$ cat config.mk
export PLATFORM = sky130hd
export DESIGN_NAME = idc_cycle_adjust
export DESIGN_NICKNAME = d
export VERILOG_FILES = /design/src/rtl/idc_cycle_adjust.sv
export SDC_FILE = /design/constraint.sdc
export NUM_CORES = 1
export LEC_CHECK = 0
export CORE_AREA = 2 2 39 41
export DETAILED_ROUTE_END_ITERATION = 16
export DIE_AREA = 0 0 41 43
export GPL_ROUTABILITY_DRIVEN = 0
export MAX_ROUTING_LAYER = met4
export PLACE_DENSITY = 0.44
export RECOVER_POWER = 100
export SLEW_MARGIN = 0
export SYNTH_ARGS = -nofsm -noshare
export SYNTH_HDL_FRONTEND = slang
export SYNTH_SLANG_ARGS = --single-unit
$ cat constraint.sdc
create_clock -name clk -period 1.72 [get_ports clk]
set_clock_uncertainty 0.15 [all_clocks]
set_input_delay 0.43 -clock clk [delete_from_list [all_inputs] [get_ports clk]]
set_output_delay 0.43 -clock clk [all_outputs]
set_load 0.005 [all_outputs]
$ cat src/rtl/idc_cycle_adjust.sv
module idc_cycle_adjust (
  input  logic clk,
  input  logic rst_n,
  input  logic carry_i,
  input  logic borrow_i,
  output logic toggle_o,
  output logic id_out
);

  logic tff_q, hold_q, pend_c_q, pend_b_q, carry_q, borrow_q;
  logic tff_d, hold_d, clr_c, clr_b;
  logic c_rise, b_rise;

  assign c_rise = carry_i & ~carry_q;
  assign b_rise = borrow_i & ~borrow_q;

  always_comb begin
    tff_d  = ~tff_q;
    hold_d = 1'b0;
    clr_c  = 1'b0;
    clr_b  = 1'b0;
    if (hold_q) begin
      tff_d = tff_q;
    end else if (pend_c_q && pend_b_q) begin
      clr_c = 1'b1;
      clr_b = 1'b1;
    end else if (pend_c_q && tff_q) begin
      hold_d = 1'b1;
      clr_c  = 1'b1;
    end else if (pend_b_q && !tff_q) begin
      hold_d = 1'b1;
      clr_b  = 1'b1;
    end
  end

  always_ff @(posedge clk or negedge rst_n) begin
    if (!rst_n) begin
      tff_q    <= 1'b0;
      hold_q   <= 1'b0;
      pend_c_q <= 1'b0;
      pend_b_q <= 1'b0;
      carry_q  <= 1'b0;
      borrow_q <= 1'b0;
    end else begin
      tff_q    <= tff_d;
      hold_q   <= hold_d;
      pend_c_q <= (pend_c_q & ~clr_c) | c_rise;
      pend_b_q <= (pend_b_q & ~clr_b) | b_rise;
      carry_q  <= carry_i;
      borrow_q <= borrow_i;
    end
  end

  assign toggle_o = tff_q;
  assign id_out   = clk & ~tff_q;

  logic [1:0] age_q, gap_c_q, gap_b_q;
  logic       hist1_q, hist2_q;

  always_ff @(posedge clk or negedge rst_n) begin
    if (!rst_n) begin
      age_q   <= 2'd0;
      gap_c_q <= 2'd3;
      gap_b_q <= 2'd3;
      hist1_q <= 1'b0;
      hist2_q <= 1'b0;
    end else begin
      if (age_q != 2'd3) age_q <= age_q + 2'd1;
      gap_c_q <= c_rise ? 2'd0 : ((gap_c_q == 2'd3) ? 2'd3 : gap_c_q + 2'd1);
      gap_b_q <= b_rise ? 2'd0 : ((gap_b_q == 2'd3) ? 2'd3 : gap_b_q + 2'd1);
      hist1_q <= tff_q;
      hist2_q <= hist1_q;
    end
  end

  p_toggle_r2: assert property (@(posedge clk) disable iff (!rst_n)
    (!hold_q && !pend_c_q && !pend_b_q) |=> (toggle_o != $past(toggle_o)));

  p_carry_r4: assert property (@(posedge clk) disable iff (!rst_n)
    (!hold_q && pend_c_q && !pend_b_q && toggle_o) |=> (!toggle_o ##1 !toggle_o));

  p_borrow_r5: assert property (@(posedge clk) disable iff (!rst_n)
    (!hold_q && pend_b_q && !pend_c_q && !toggle_o) |=> (toggle_o ##1 toggle_o));

  p_cancel_r6: assert property (@(posedge clk) disable iff (!rst_n)
    (!hold_q && pend_c_q && pend_b_q) |=> (toggle_o != $past(toggle_o)));

  p_no_triple_r7: assert property (@(posedge clk) disable iff (!rst_n)
    (age_q == 2'd3) |-> !(toggle_o == hist1_q && hist1_q == hist2_q));

  p_carry_gap_r7: assert property (@(posedge clk) disable iff (!rst_n)
    c_rise |-> (gap_c_q >= 2'd2));

  p_borrow_gap_r7: assert property (@(posedge clk) disable iff (!rst_n)
    b_rise |-> (gap_b_q >= 2'd2));

endmodule

Word level (Yosys, flattened, before mapping)
Index checks and enable logic that the tools add are counted.
{"block": "word_totals", "out_inout_bits": 2, "inputBits": 4, "regBits": 6, "elab_cells": 32}
{"block": "op_classes", "bitwise_logic": 12, "n_reduce_logical": 4, "muxes": 10}
{"op": "$mux 1", "count": 10}
{"op": "$and 1x1->1", "count": 5}
{"op": "$not 1->1", "count": 5}
{"op": "$logic_and 1x1->1", "count": 3}
{"op": "$or 1x1->1", "count": 2}
{"op": "$logic_not 1->1", "count": 1}

Depth between registers and ports, before layout
{"block": "depth", "depth_word": 9, "depth_mapped": 2, "depth_no_buf": 2}

==> impl_metrics.tcl <==
set metrics [dict create \
    p_leak_uw 0.000156 \
    setup_ws_ns -0.0349 \
    synth_top_area_frac 0.645 \
    synth-seq-area-share 0.645 \
    violations "setup timing" \
    internal_power_uw 457 \
    wirelength_um 446 \
    synth_top_area_cell "dfrtp_1" \
    netlist_instances 18 \
    power_frac_comb 0.213 \
    io_buffers 5 \
    crit_path_end_kind "output pin" \
    p_per_area_mw_per_mm2 1820 \
    synth_area_um2 233 \
    finish.utilization 0.250 \
    vdd_drop_max_v 0.000708 \
    ys_ff_latch 6 \
    synth_warnings 0 \
    crit_path_max_fanout 2 \
    clkPwrFrac 0.425 \
    finalHoldViolCount 0 \
    status "complete, but fails checks" \
    crit_family "buffers and inverters" \
    grtUsageTotal 0.0870 \
    critPathSlowestCell "buf_2" \
    grt-ovfl-total 0 \
    initial_core_util 0.168 \
    slew_headroom 0.810 \
    switchingPower_uw 172 \
    cts_tree "built" \
    die_h_um 43 \
    ys_dominant_reg_cell "dfrtp_1" \
    grt_pass1_vias 183 \
    core_area_mm2 0.00138 \
    hold_buffers 0 \
    crit_type "clk2out" \
    worst_pin_slew_ns 0.284 \
    drc_errors 0 \
    wl_per_cell_um 9.91 \
    async_flop_share 1.00 \
    vias 175 \
    nNetsFinal 35 \
    clk_pin_slew_ns 0.05 \
    io_pins 6 \
    rows 14 \
    dp.final_hpwl_um 291 \
    seqPwrFrac 0.362 \
    avgSynthCellArea_um2 12.9 \
    syn2layout_area_growth_pct 48.4 \
    cp_cell_sequence "buf_8 -> nor2b_1 -> buf_2" \
    drt_first_pass_iters 2 \
    drtAntennaViolNets 0 \
    cp.required_ns 1.14 \
    rsz0062_at_grt "yes" \
    hp-class "in2async" \
    drive_gt1_frac 0.241 \
    syn_nets 22 \
    antenna_cells 0 \
    placed_cell_area_um2 310 \
    fin_area_um2 345 \
    synth_area_leaders "dfrtp_1 (65%), nand3b_1 (6.5%), a21oi_2 (3.8%)" \
    yosysMostFrequentCell "dfrtp_1" \
    switching_share 0.274 \
    drv_slew 0 \
    cp-start-kind "clock port" \
    setup_violations 1 \
    grt_max_degree 7 \
    insertion_delay_ns 0.37 \
    slowest_delay_ns 0.12 \
    grt_pass1_wl_um 752 \
    fp.dieW_um 41 \
    antenna_found_initial 0 \
    fillers 144 \
    die_area_mm2 0.00176 \
    synth-edff-count 0 \
    worst-endpoint-arrival_ns 1.17 \
    drv_cap 0 \
    drt_iter0_markers 1 \
    routed_via_density 3.89 \
    yosys-top-cells-count "dfrtp_1 (6), nand3b_1 (2)" \
    synth_cell_type_count 12 \
    critical_path_buf_inv_count 2 \
]
[state kept, by name, indices dropped and copies added (netlist names)]
register  flops
borrow_q      1
hold_q        1
toggle_o      1
pend_c_q      1
carry_q       1
pend_b_q      1
[cells in the final DEF (no fill, tap or decap), drive strengths merged]
cell type	Yosys	layout
clkbuf	0	4
dlygate4sd2	0	1
a21oi	1	1
nand3	1	1
nor2b	1	1
o21bai	1	1
xnor2	1	1
dlygate4sd3	0	3
nand3b	2	2
buf	0	3
inv	1	1
dfrtp	6	6
or3b	1	1
a22o	1	1
nand2b	1	1
nand2	1	1
[layout make-up]
cell class / count / area (um^2) / area share
Clock buffer: 6 / 50.0 / 0.145
Inverter: 1 / 3.75 / 0.0109
Multi-Input combinational cell: 11 / 75.1 / 0.217
Sequential cell: 6 / 150 / 0.435
Tap cell: 16 / 20.0 / 0.0580
Timing Repair Buffer: 5 / 46.3 / 0.134
[cells by family (layout without fill, tap and decap cells)]
group                     after synthesis  count (layout)  synth area share
AOI/OAI and AO/OA                       3               3             0.108
xor gates and xnor gates                1               1            0.0376
buffers and inverters                   1              12            0.0161
DFF                                     6               6             0.645
and+or+nand+nor                         7               7             0.194
[final timing paths]
kind                                            from  slack [ns]                   end  depth (start not counted)
worst min-delay path                           rst_n        0.23    pend_b_q$_DFF_PN0_                          1
min in group clk                  borrow_q$_DFF_PN0_        0.34    pend_b_q$_DFF_PN0_                          2
max in group asynchronous                      rst_n        0.97  toggle_o$_DFFE_PN0N_                          1
worst max register to register  toggle_o$_DFFE_PN0N_        0.47      hold_q$_DFF_PN0_                          3
worst min register to register    borrow_q$_DFF_PN0_        0.34    pend_b_q$_DFF_PN0_                          2
worst max-delay path                             clk       -0.03                id_out                          3
[through the flow]
stage	std cells	TNS (ns)	hold slack [ns]	total power (uW)	setup WS (ns)
after CTS	45	-0.0513	0.154	636	-0.0513
after floorplan	18	0	-0.0156	328	0.163
final	45	-0.0349	0.225	629	-0.0349
after global placement	40	-0.249	0.333	431	-0.249
after detailed placement	40	-0.250	0.339	432	-0.250
after global routing	45	-0.0486	0.235	678	-0.0486
[worst register-to-register path, stage by stage, from the launching register on]
cell	delay, ns
dfrtp_1	0.39
buf_4	0.16
or3b_1	0.35
a21oi_1	0.13
[power groups by stage]
stage          clock, uW  sequential, uW  combinational, uW
6_report             268             228                134
5_1_grt              296             234                147
4_1_cts              264             229                144
3_5_place_dp        50.2             232                150
3_3_place_gp        50.2             231                150
2_1_floorplan       17.6             234               76.2
[per-layer routing]
metal,up-vias,GRT usage,part of all wire
met2,10,0.0625,0.38
met4,0,0.180,0.045
met5,-,-,0
met3,2,0.0681,0.12
met1,80,0.0787,0.45
li1,83,-,-
[timing repair]
action,in CTS,in global routing
gates resized for setup,6,1
endpoints found under the setup margin,3,1
buffers inserted,0,0
(Power assumes the default switching activity.)
